$ cat src/rtl/intc_pkg.sv
package intc_pkg;
   localparam int unsigned CFG_AW = 5;
   localparam logic [CFG_AW-1:0] ADDR_SYS_EN  = 5'h10;
   localparam logic [CFG_AW-1:0] ADDR_ASSIGN  = 5'h11;
   localparam logic [CFG_AW-1:0] ADDR_LVL_EN  = 5'h12;
endpackage

$ cat src/rtl/intc_sys_map.sv
module intc_sys_map #(
   parameter int unsigned NUM_PERIPH = 8,
   parameter int unsigned NUM_LEVELS = 16,
   parameter int unsigned DATA_W     = 32,
   parameter int unsigned MAP_MIN    = 7
) (
   input  logic                             clk,
   input  logic                             rst_n,
   input  logic                             cfg_we,
   input  logic [intc_pkg::CFG_AW-1:0]      cfg_addr,
   input  logic [DATA_W-1:0]                cfg_wdata,
   input  logic [NUM_PERIPH-1:0]            periph_req,
   output logic [NUM_LEVELS-1:0]            lvl_req
);
   localparam int unsigned LVL_W = $clog2(NUM_LEVELS);
   localparam int unsigned ASG_W = NUM_PERIPH * LVL_W;
   localparam logic [NUM_LEVELS-1:0] LOW_MASK = (NUM_LEVELS'(1) << MAP_MIN) - NUM_LEVELS'(1);

   function automatic logic [ASG_W-1:0] default_assign();
      logic [ASG_W-1:0] r;
      r = '0;
      for (int p = 0; p < int'(NUM_PERIPH); p++) begin
         int v;
         v = int'(MAP_MIN) + p;
         if (v > int'(NUM_LEVELS) - 1) v = int'(NUM_LEVELS) - 1;
         r[p*LVL_W +: LVL_W] = LVL_W'(v);
      end
      return r;
   endfunction

   logic [NUM_PERIPH-1:0] en_q;
   logic [ASG_W-1:0]      asg_q;
   logic [NUM_LEVELS-1:0] dec [NUM_PERIPH];

   always_ff @(posedge clk or negedge rst_n) begin
      if (!rst_n) begin
         en_q  <= '1;
         asg_q <= default_assign();
      end else if (cfg_we) begin
         if (cfg_addr == intc_pkg::ADDR_SYS_EN) en_q  <= cfg_wdata[NUM_PERIPH-1:0];
         if (cfg_addr == intc_pkg::ADDR_ASSIGN) asg_q <= cfg_wdata[ASG_W-1:0];
      end
   end

   for (genvar p = 0; p < NUM_PERIPH; p++) begin : g_periph
      logic [LVL_W-1:0] fld;
      logic [LVL_W-1:0] eff;
      assign fld = asg_q[p*LVL_W +: LVL_W];
      assign eff = (int'(fld) < int'(MAP_MIN) || int'(fld) > int'(NUM_LEVELS) - 1)
                   ? LVL_W'(NUM_LEVELS - 1) : fld;
      assign dec[p] = (periph_req[p] && en_q[p]) ? (NUM_LEVELS'(1) << eff) : '0;
   end

   always_comb begin
      lvl_req = '0;
      for (int p = 0; p < int'(NUM_PERIPH); p++) lvl_req = lvl_req | dec[p];
   end

   // peripherals never reach the levels reserved for the core
   a_r6_map_range: assert property (@(posedge clk) disable iff (!rst_n)
      (lvl_req & LOW_MASK) == '0);
endmodule

$ cat src/rtl/intc_core_cfg.sv
module intc_core_cfg #(
   parameter int unsigned NUM_LEVELS = 16,
   parameter int unsigned DATA_W     = 32,
   parameter int unsigned VEC_W      = 32
) (
   input  logic                             clk,
   input  logic                             rst_n,
   input  logic                             cfg_we,
   input  logic [intc_pkg::CFG_AW-1:0]      cfg_addr,
   input  logic [DATA_W-1:0]                cfg_wdata,
   input  logic [$clog2(NUM_LEVELS)-1:0]    sel_lvl,
   output logic [VEC_W-1:0]                 sel_vec,
   output logic [NUM_LEVELS-1:0]            lvl_en
);
   localparam int unsigned LVL_W = $clog2(NUM_LEVELS);

   logic [VEC_W-1:0] vec_q [NUM_LEVELS];

   for (genvar l = 0; l < NUM_LEVELS; l++) begin : g_vec
      logic hit;
      assign hit = cfg_we && !cfg_addr[intc_pkg::CFG_AW-1]
                   && (int'(cfg_addr[LVL_W-1:0]) == l);
      always_ff @(posedge clk or negedge rst_n) begin
         if (!rst_n)   vec_q[l] <= '0;
         else if (hit) vec_q[l] <= cfg_wdata[VEC_W-1:0];
      end
   end

   always_ff @(posedge clk or negedge rst_n) begin
      if (!rst_n) lvl_en <= '1;
      else if (cfg_we && cfg_addr == intc_pkg::ADDR_LVL_EN)
         lvl_en <= cfg_wdata[NUM_LEVELS-1:0];
   end

   assign sel_vec = vec_q[sel_lvl];
endmodule

$ cat src/rtl/intc_pend.sv
module intc_pend #(
   parameter int unsigned NUM_LEVELS = 16
) (
   input  logic                             clk,
   input  logic                             rst_n,
   input  logic [NUM_LEVELS-1:0]            lvl_req,
   input  logic                             ack_fire,
   input  logic [$clog2(NUM_LEVELS)-1:0]    ack_lvl,
   input  logic                             ret,
   output logic [NUM_LEVELS-1:0]            pending,
   output logic [NUM_LEVELS-1:0]            active
);
   logic [NUM_LEVELS-1:0] ack_oh;
   logic [NUM_LEVELS-1:0] ret_oh;

   assign ack_oh = ack_fire ? (NUM_LEVELS'(1) << ack_lvl) : '0;
   assign ret_oh = ret ? (active & (~active + NUM_LEVELS'(1))) : '0;

   always_ff @(posedge clk or negedge rst_n) begin
      if (!rst_n) begin
         pending <= '0;
         active  <= '0;
      end else begin
         pending <= (pending & ~ack_oh) | lvl_req;
         active  <= (active & ~ret_oh) | ack_oh;
      end
   end

   for (genvar l = 0; l < NUM_LEVELS; l++) begin : g_chk
      // a request is always latched at its edge
      a_r2_pend_latch: assert property (@(posedge clk) disable iff (!rst_n)
         lvl_req[l] |=> pending[l]);
   end

   // an accepted level is active after the edge
   a_r9_ack_sets_active: assert property (@(posedge clk) disable iff (!rst_n)
      ack_fire |=> (active & $past(ack_oh)) != '0);

   // a return retires exactly one active level
   a_r11_ret_drops_one: assert property (@(posedge clk) disable iff (!rst_n)
      (ret && !ack_fire && active != '0) |=>
         $countones(active) == $countones($past(active)) - 1);
endmodule

$ cat src/rtl/intc_prio_sel.sv
module intc_prio_sel #(
   parameter int unsigned NUM_LEVELS = 16
) (
   input  logic                             clk,
   input  logic                             rst_n,
   input  logic [NUM_LEVELS-1:0]            cand,
   input  logic [NUM_LEVELS-1:0]            active,
   output logic                             valid,
   output logic [$clog2(NUM_LEVELS)-1:0]    lvl
);
   localparam int unsigned LVL_W = $clog2(NUM_LEVELS);

   logic [NUM_LEVELS-1:0] act_or;
   logic [NUM_LEVELS-1:0] allow;
   logic [NUM_LEVELS-1:0] seen;
   logic [NUM_LEVELS-1:0] grant;

   for (genvar i = 0; i < NUM_LEVELS; i++) begin : g_chain
      if (i == 0) begin : g_first
         assign act_or[i] = active[i];
         assign allow[i]  = cand[i] & ~act_or[i];
         assign seen[i]   = allow[i];
         assign grant[i]  = allow[i];
      end else begin : g_rest
         assign act_or[i] = act_or[i-1] | active[i];
         assign allow[i]  = cand[i] & ~act_or[i];
         assign seen[i]   = seen[i-1] | allow[i];
         assign grant[i]  = allow[i] & ~seen[i-1];
      end
   end

   always_comb begin
      lvl = '0;
      for (int i = 0; i < int'(NUM_LEVELS); i++)
         if (grant[i]) lvl = LVL_W'(i);
   end
   assign valid = |grant;

   // at most one level is granted
   a_r3_grant_onehot: assert property (@(posedge clk) disable iff (!rst_n)
      $onehot0(grant));
endmodule

$ cat src/rtl/prio_vec_intc.sv
module prio_vec_intc #(
   parameter int unsigned NUM_PERIPH = 8,
   parameter int unsigned NUM_LEVELS = 16,
   parameter int unsigned DATA_W     = 32,
   parameter int unsigned VEC_W      = 32,
   parameter int unsigned MAP_MIN    = 7
) (
   input  logic                             clk,
   input  logic                             rst_n,
   input  logic                             cfg_we,
   input  logic [4:0]                       cfg_addr,
   input  logic [31:0]                      cfg_wdata,
   input  logic [7:0]                       periph_req,
   input  logic [15:0]                      core_evt,
   input  logic                             irq_ack,
   input  logic                             irq_ret,
   output logic                             irq_req,
   output logic [3:0]                       irq_lvl,
   output logic [31:0]                      irq_vec
);
   localparam int unsigned LVL_W = $clog2(NUM_LEVELS);

   initial begin
      if (NUM_LEVELS > 16 || NUM_LEVELS < 2) $fatal(1, "NUM_LEVELS out of range");
      if (MAP_MIN >= NUM_LEVELS)             $fatal(1, "MAP_MIN out of range");
      if (NUM_PERIPH * LVL_W > DATA_W)       $fatal(1, "assignment word too wide");
      if (VEC_W > DATA_W)                    $fatal(1, "vector wider than data");
   end

   logic [NUM_LEVELS-1:0] periph_lvl;
   logic [NUM_LEVELS-1:0] lvl_req;
   logic [NUM_LEVELS-1:0] pending;
   logic [NUM_LEVELS-1:0] active;
   logic [NUM_LEVELS-1:0] lvl_en;
   logic                  sel_valid;
   logic [LVL_W-1:0]      sel_lvl;
   logic [VEC_W-1:0]      sel_vec;
   logic                  ack_fire;

   intc_sys_map #(.NUM_PERIPH(NUM_PERIPH), .NUM_LEVELS(NUM_LEVELS),
                  .DATA_W(DATA_W), .MAP_MIN(MAP_MIN)) u_map (
      .clk(clk), .rst_n(rst_n), .cfg_we(cfg_we), .cfg_addr(cfg_addr),
      .cfg_wdata(cfg_wdata), .periph_req(periph_req), .lvl_req(periph_lvl));

   intc_core_cfg #(.NUM_LEVELS(NUM_LEVELS), .DATA_W(DATA_W), .VEC_W(VEC_W)) u_cfg (
      .clk(clk), .rst_n(rst_n), .cfg_we(cfg_we), .cfg_addr(cfg_addr),
      .cfg_wdata(cfg_wdata), .sel_lvl(sel_lvl), .sel_vec(sel_vec), .lvl_en(lvl_en));

   assign lvl_req  = periph_lvl | core_evt[NUM_LEVELS-1:0];
   assign ack_fire = irq_ack & sel_valid;

   intc_pend #(.NUM_LEVELS(NUM_LEVELS)) u_pend (
      .clk(clk), .rst_n(rst_n), .lvl_req(lvl_req), .ack_fire(ack_fire),
      .ack_lvl(sel_lvl), .ret(irq_ret), .pending(pending), .active(active));

   intc_prio_sel #(.NUM_LEVELS(NUM_LEVELS)) u_sel (
      .clk(clk), .rst_n(rst_n), .cand(pending & lvl_en), .active(active),
      .valid(sel_valid), .lvl(sel_lvl));

   assign irq_req = sel_valid;
   assign irq_lvl = 4'(sel_lvl);
   assign irq_vec = 32'(sel_vec);

   // a presented level outranks every level in service
   a_r10_nest_rank: assert property (@(posedge clk) disable iff (!rst_n)
      irq_req |-> (active & ((NUM_LEVELS'(1) << (sel_lvl + 1'b1)) - NUM_LEVELS'(1))) == '0);
endmodule

$ cat config.mk
export PLATFORM = sky130hd
export DESIGN_NAME = prio_vec_intc
export DESIGN_NICKNAME = d
export VERILOG_FILES = /design/src/rtl/intc_pkg.sv /design/src/rtl/intc_sys_map.sv /design/src/rtl/intc_core_cfg.sv /design/src/rtl/intc_pend.sv /design/src/rtl/intc_prio_sel.sv /design/src/rtl/prio_vec_intc.sv
export SDC_FILE = /design/constraint.sdc
export NUM_CORES = 1
export LEC_CHECK = 0
export ABC_AREA = 1
export ABC_CLOCK_PERIOD_IN_PS = 3100
export CAP_MARGIN = 20
export CORE_UTILIZATION = 35
export CTS_CLUSTER_DIAMETER = 30
export DETAILED_ROUTE_END_ITERATION = 6
export RECOVER_POWER = 50
export SYNTH_ARGS = -nofsm -noshare
export SYNTH_HDL_FRONTEND = slang
export SYNTH_HIERARCHICAL = 1
export SYNTH_SLANG_ARGS = --single-unit
$ cat constraint.sdc
create_clock -name clk -period 3.1 [get_ports clk]
set_input_delay 0.31 -clock clk [delete_from_list [all_inputs] [get_ports clk]]
set_output_delay 0.31 -clock clk [all_outputs]
set_load 0.005 [all_outputs]
==> impl_metrics.tcl, run 1 <==
set metrics [dict create \
    status "complete, but fails checks" \
    violations "capacitance limit, slew limit, setup timing" \
    hpwl_um 57900 \
    fin_crit_sh_pct 140 \
    crit_path_start_kind "flop" \
    finalHoldViolCount 0 \
    power.leakage_nw 20.7 \
    setup_viol 69 \
    cts.clk_slew.worst_paths_ns 0.05 \
    io_pins 103 \
    crit_fanout 6 \
    grt_usage_pct 23.0 \
    setup_tns_ns -46.21 \
    multi_input_area_um2 13300 \
    placedInstanceArea_um2 33600 \
    syn_to_final_growth_pct 40.2 \
    drtPass1Iterations 6 \
    grt_max_degree 79 \
    top_usage_layer "met2" \
    period_needed_ns 4.35 \
    grt_pass1_wl_um 154000 \
    synth_common_cells "1397 x nand2_1, 580 x inv_1, 557 x dfrtp_1" \
    synth.distinct_cells 39 \
    drt-wirelength-per-cell_um 18.2 \
    setup_ws_ns -1.25 \
    power_report.internal_total_w 0.0358 \
    synth_top_area_share_pct 46.6 \
    synth_most_common_cell "nand2_1" \
    place_congestion 0.858 \
    syn_area_um2 29900 \
    cp.required_ns 2.79 \
    grt_overflow 0 \
    numClockSinks 600 \
    fin_area_um2 41900 \
    cts_tree "built" \
    first_global_vias 26600 \
    num-fill-cells 7912 \
    clk_latency_ns 0.73 \
    io_buffers 102 \
    relSlewSlack_pct -48.9 \
    ctsLongestPathBuffers 3 \
    cap_viol_max_count 2 \
    combinationalPowerShare_pct 56.6 \
    die_x_um 294 \
    final_nets 4423 \
    n_antenna_cell 0 \
    peakVddDrop_mv 1.04 \
    p_sw_w 0.0239 \
    cp.arrival_ns 4.04 \
    die_area_um2 86600 \
    grt_use_met2_pct 35.8 \
    rsz0062_at_grt "true" \
    ys.flop_type "dfrtp_1" \
    start_util_pct 35.6 \
    clkPwrFrac_pct 26.1 \
    synth_edf_count 0 \
    p_per_area_nw_per_um2 1420 \
    final_layout_size_suffix_gt1_share_pct 22.2 \
    synth_area_per_cell_um2 7.33 \
    ys_seq_area_share_pct 50.4 \
    cts_root_buffer "clkbuf_16" \
    synthCells 4079 \
    maxSlewViolCount 112 \
    htree_levels 4 \
    vias 28000 \
    sequentialPowerShare_pct 17.3 \
    routed_via_density 5.00 \
    wl_um 102000 \
    ant_nets 0 \
    dieHeight_um 294 \
    switching_share_pct 40.0 \
    cts_buffers 138 \
    grt_util_met3_pct 4.47 \
    critical_path_class "flop to output port" \
    regArea_um2 15100 \
    core_area_um2 84100 \
    synth.top_cells.by_area "dfrtp_1 47%, nand2_1 18%, o21ai_0 9.1%" \
    hp-class "primary input to flop" \
    grt_use_met1_pct 31.9 \
    synth-seq-cells 600 \
    drcViolationCount 0 \
    finalClockSkew_ns 0.0278 \
    drt_iter0_drc 2554 \
    num_rows 106 \
    synth_top_cell_by_area "dfrtp_1" \
    async_reset_ff_share_pct 100 \
    fmax_ghz 0.230 \
    tightest_slew_ns 2.23 \
    antenna_found_initial 1 \
    worstSetupEndpointType "output port" \
    yosysWarnings 6 \
]
==> layer usage <==
layer	vias to the layer above	part of all wire (%)
met5	-	0
met4	0	2.7
met3	191	7.1
met2	972	46
met1	13500	44
li1	13400	-
==> power groups by stage <==
stage               clock network [W]  registers (W)  logic, W
global placement                    0         0.0103    0.0238
floorplan                           0         0.0102    0.0124
global route                   0.0161         0.0105    0.0360
detailed placement                  0         0.0104    0.0239
CTS                            0.0157         0.0103    0.0278
finish                         0.0156         0.0103    0.0338
==> cells by family after synthesis <==
| kind of cell | count (synthesis) | synth area share, % |
|---|---|---|
| simple gates | 2018 | 28.2 |
| buf+inv | 834 | 10.7 |
| compound gates | 626 | 10.7 |
| flops | 600 | 50.4 |
| other cells | 1 | 0.0125 |
==> timing repair <==
item                                    CTS  global route
buffers inserted                         58            32
hold endpoints to repair                 59             0
pin swaps                                53           167
hold buffers                              1             0
cloned                                   13            19
resized for setup                       310           409
endpoints found under the setup margin   40            69
==> per-stage QoR <==
stage	setup WS [ns]	std cells	total power, W	hold slack [ns]	util [%]
2_1_floorplan	0.0666	4085	0.0225	0.0144	-
3_3_place_gp	-0.641	5241	0.0341	0.399	40.0
3_5_place_dp	-0.633	5241	0.0343	0.400	40.0
4_1_cts	-1.27	5563	0.0538	0.187	47.5
5_1_grt	-1.44	5603	0.0627	0.231	49.8
6_report	-1.25	5603	0.0597	0.222	49.8
==> layout by cell type (no fill, tap or decap), types with 8 or more instances in the layout <==
cell type / n
dfrtp_1: 557
dfstp_2: 43
o21ai_1: 51
nand2_1: 1256
nor3_1: 8
clkbuf_8: 22
buf_6: 55
o21ai_0: 531
clkbuf_2: 12
buf_4: 106
clkbuf_1: 32
nand3_1: 264
nor2_2: 12
bufinv_16: 25
nand2_4: 32
inv_2: 9
buf_16: 16
nand3_4: 8
nand3_2: 187
nand4_1: 14
buf_8: 22
inv_1: 568
o21ai_2: 9
a21oi_1: 9
buf_2: 16
clkinv_2: 17
nor2_4: 13
nand2_2: 124
clkbuf_16: 157
buf_12: 67
clkdlybuf4s50_1: 63
nor2_1: 81
==> sequential cells by signal, summed over array words and instances, names as in the netlist <==
signal / flops
u_map/asg_q: 32
u_cfg/lvl_en: 16
u_pend/active: 16
u_map/en_q: 8
u_cfg/vec_q: 512
u_pend/pending: 16
==> critical path, stage by stage (launching register included) <==
cell	delay, ns
dfrtp_1	0.39
nor2_4	0.07
buf_6	0.13
a21oi_4	0.15
nand3_2	0.11
nor2_4	0.14
nand3_2	0.11
nor2_4	0.17
nand3_4	0.11
nor2_4	0.13
nand3_2	0.07
nor2_2	0.15
nand2_1	0.07
nand4_1	0.17
buf_12	0.18
buf_12	0.13
inv_16	0.05
buf_12	0.14
buf_6	0.12
buf_4	0.15
nand2_1	0.06
nand3_1	0.07
nand3_1	0.09
nand3_2	0.13
nand2_4	0.12
buf_6	0.10
==> area by class of cell <==
class                      instances  area share, %
clock inverter                    61           2.57
clock buffer                     191           9.34
timing repair buffer             382           11.5
inverter                         583           5.36
tap                             1134           3.39
sequential                       600           36.0
timing repair inverter             1         0.0478
multi-input combinational       2651           31.8
==> path summary, 6_finish.rpt <==
kind / from / end / slack [ns] / cells past startpoint
hold reg to reg: u_cfg/vec_q[216] / u_cfg/vec_q[216] / 0.48 / 2
hold / removal: core_evt[3] / u_pend/pending[3] / 0.22 / 5
max in group asynchronous: rst_n / u_map/asg_q[28] / 0.36 / 3
min in group asynchronous: rst_n / u_pend/active[0] / 0.83 / 2
setup reg to reg: u_pend/active[1] / u_pend/pending[11] / -0.40 / 24
setup / recovery: u_pend/active[1] / irq_vec[12] / -1.25 / 25
No activity file was read; power rests on OpenSTA's default activity.
==> inputs of run 2 (changes only) <==
--- a/config.mk
+++ b/config.mk
@@ -8,6 +8,7 @@
 export ABC_AREA = 1
 export ABC_CLOCK_PERIOD_IN_PS = 3100
 export CAP_MARGIN = 20
+export CORE_MARGIN = 2
 export CORE_UTILIZATION = 35
 export CTS_CLUSTER_DIAMETER = 30
 export DETAILED_ROUTE_END_ITERATION = 6
==> run 2 against run 1 <==
Net effect:
- the flow still finishes with violations (capacitance limit, slew limit, setup timing)
- core utilization is 1.1 points lower
- final cell count grew 0.25%
- worst setup slack worse by 0.020 ns
- critical endpoint is now irq_vec[8]
==> impl_metrics.tcl, run 2 (synthesis results as in run 1) <==
set metrics [dict create \
    cts_buffers 144 \
    final_common_cell "nand2_1" \
    power_report.internal_total_w 0.0347 \
    place_congestion 0.878 \
    cts.clk_slew.worst_paths_ns 0.04 \
    final_nets 4421 \
    clk_latency_ns 0.74 \
    cap_viol_max_count 1 \
    tightest_slew_ns 1.66 \
    maxSlewViolCount 33 \
    ant_nets 0 \
    cp.required_ns 2.79 \
    peakVddDrop_mv 1.24 \
    r2r_slack_ns -0.64 \
    rsz0062_at_grt "true" \
    startpoint "u_pend/active[0]" \
    p_total_w 0.0586 \
    crit_path_start_kind "flop" \
    htree_levels 4 \
    worstSetupEndpointType "output port" \
    violations "capacitance limit, slew limit, setup timing" \
    num-fill-cells 8037 \
    drt_iter0_drc 2718 \
    io_pins 103 \
    core_area_um2 84900 \
    drtPass1Iterations 6 \
    ctsLongestPathBuffers 3 \
    grt_overflow 0 \
    switching_share_pct 40.7 \
    syn_to_final_growth_pct 38.4 \
    largest_reg_flops 512 \
    setup_viol 66 \
    die_area_um2 87800 \
    r2r_start "u_cfg/lvl_en[3]" \
    cts_tree "built" \
    final_layout_size_suffix_gt1_share_pct 20.1 \
    relSlewSlack_pct -10.7 \
    finalClockSkew_ns 0.0498 \
    p_sw_w 0.0238 \
    reg.largest.list "u_cfg/vec_q (512), u_map/asg_q (32)" \
    fin_crit_sh_pct 141 \
    vias 28400 \
    dieHeight_um 296 \
    io_buffers 102 \
    routed_via_density 5.06 \
    post-route-util_pct 48.8 \
    grt_max_degree 92 \
    fmax_ghz 0.229 \
    hold_ws_ns 0.219 \
    cts_root_buffer "clkbuf_16" \
    period_needed_ns 4.37 \
    finalHoldViolCount 0 \
    hp-class "primary input to flop" \
    die_x_um 296 \
    drt-wirelength-per-cell_um 18.8 \
    first_global_vias 26900 \
    drcViolationCount 0 \
    n_antenna_cell 0 \
    sequentialPowerShare_pct 17.7 \
    crit_fanout 8 \
    critical_path_class "flop to output port" \
    start_util_pct 35.2 \
    p_per_area_nw_per_um2 1420 \
    antenna_found_initial 0 \
    cp.arrival_ns 4.06 \
    grt_pass1_wl_um 157000 \
    setup.worst_path.end "irq_vec[8]" \
    setup_tns_ns -49.83 \
    hpwl_um 57900 \
    numClockSinks 600 \
    reg2reg_depth 27 \
    top_register "u_cfg/vec_q" \
    rr_endpoint "u_pend/pending[13]" \
    combinationalPowerShare_pct 55.8 \
    wl_um 106000 \
    status "complete, but fails checks" \
    final_cell_mix "1296 x nand2_1, 567 x inv_1, 557 x dfrtp_1" \
    setup_ws_ns -1.27 \
    power.leakage_nw 20.4 \
    num_rows 107 \
    grt_usage_pct 23.5 \
    clkPwrFrac_pct 26.5 \
    dpl_worst_slack_ns -0.681 \
]
==> run 2: worst min-delay path by stage <==
stage	from	endpoint	slack (ns)	cells after the start
floorplan	rst_n	u_cfg/vec_q[0]	0.01	0
global placement	rst_n	u_cfg/vec_q[48]	0.30	1
detailed placement	rst_n	u_cfg/vec_q[48]	0.30	1
CTS	rst_n	u_cfg/vec_q[369]	0.16	2
global route	core_evt[10]	u_pend/pending[10]	0.23	5
finish	core_evt[2]	u_pend/pending[2]	0.22	5
==> run 2: cell type report <==
type / instances / area [um2] / area share [%]
inverter: 583 / 2230 / 5.39
clock buffer: 197 / 4050 / 9.80
timing repair inverter: 1 / 16.3 / 0.0393
clock inverter: 67 / 1010 / 2.44
tap: 1144 / 1430 / 3.46
timing repair buffer: 373 / 4610 / 11.1
multi-input combinational: 2652 / 13000 / 31.3
sequential: 600 / 15100 / 36.4
==> run 2: worst max-delay path, cell delays in order (launching register included) <==
cell       delay, ns
dfrtp_1         0.39
nor2_4          0.08
buf_12          0.13
a21oi_4         0.17
nand3_2         0.14
nor2_4          0.17
nand3_4         0.09
nor2_4          0.15
nand3_2         0.11
nor2_2          0.14
nand3_1         0.09
nor2_2          0.14
nand2_1         0.07
nand4_1         0.15
buf_12          0.19
buf_6           0.12
buf_12          0.17
buf_16          0.17
clkbuf_16       0.16
nand2_4         0.04
nand2_1         0.05
nand2_1         0.06
nand3_2         0.05
nand3_1         0.08
nand2_1         0.09
buf_2           0.11
==> run 2: power by group through the flow <==
stage	sequential, W	combinational (W)	clock, W
2_1_floorplan	0.0102	0.0124	0
3_3_place_gp	0.0103	0.0229	0
3_5_place_dp	0.0104	0.0231	0
4_1_cts	0.0103	0.0276	0.0157
5_1_grt	0.0105	0.0350	0.0162
6_report	0.0103	0.0327	0.0155
==> run 2: metal layers <==
| layer | share of wire [%] | GRT usage, % |
|---|---|---|
| met1 | 43 | 31.9 |
| met2 | 45 | 36.0 |
| met3 | 7.9 | 4.88 |
| met4 | 3.6 | 10.7 |
| met5 | 0 | 0 |
==> run 2: through the flow <==
stage / instances / instance area (um2)
3_5_place_dp: 5231 / 33300
5_1_grt: 5617 / 41400
4_1_cts: 5569 / 39800
3_3_place_gp: 5231 / 33300
2_1_floorplan: 4085 / 29900
6_report: 5617 / 41400
==> run 2: timing repair <==
action,in CTS,in global routing
setup endpoints to repair,69,68
gates cloned,19,18
hold buffers,1,0
resized for setup,263,360
setup buffers,56,50
pin swaps,66,151
endpoints found under the hold margin,171,0
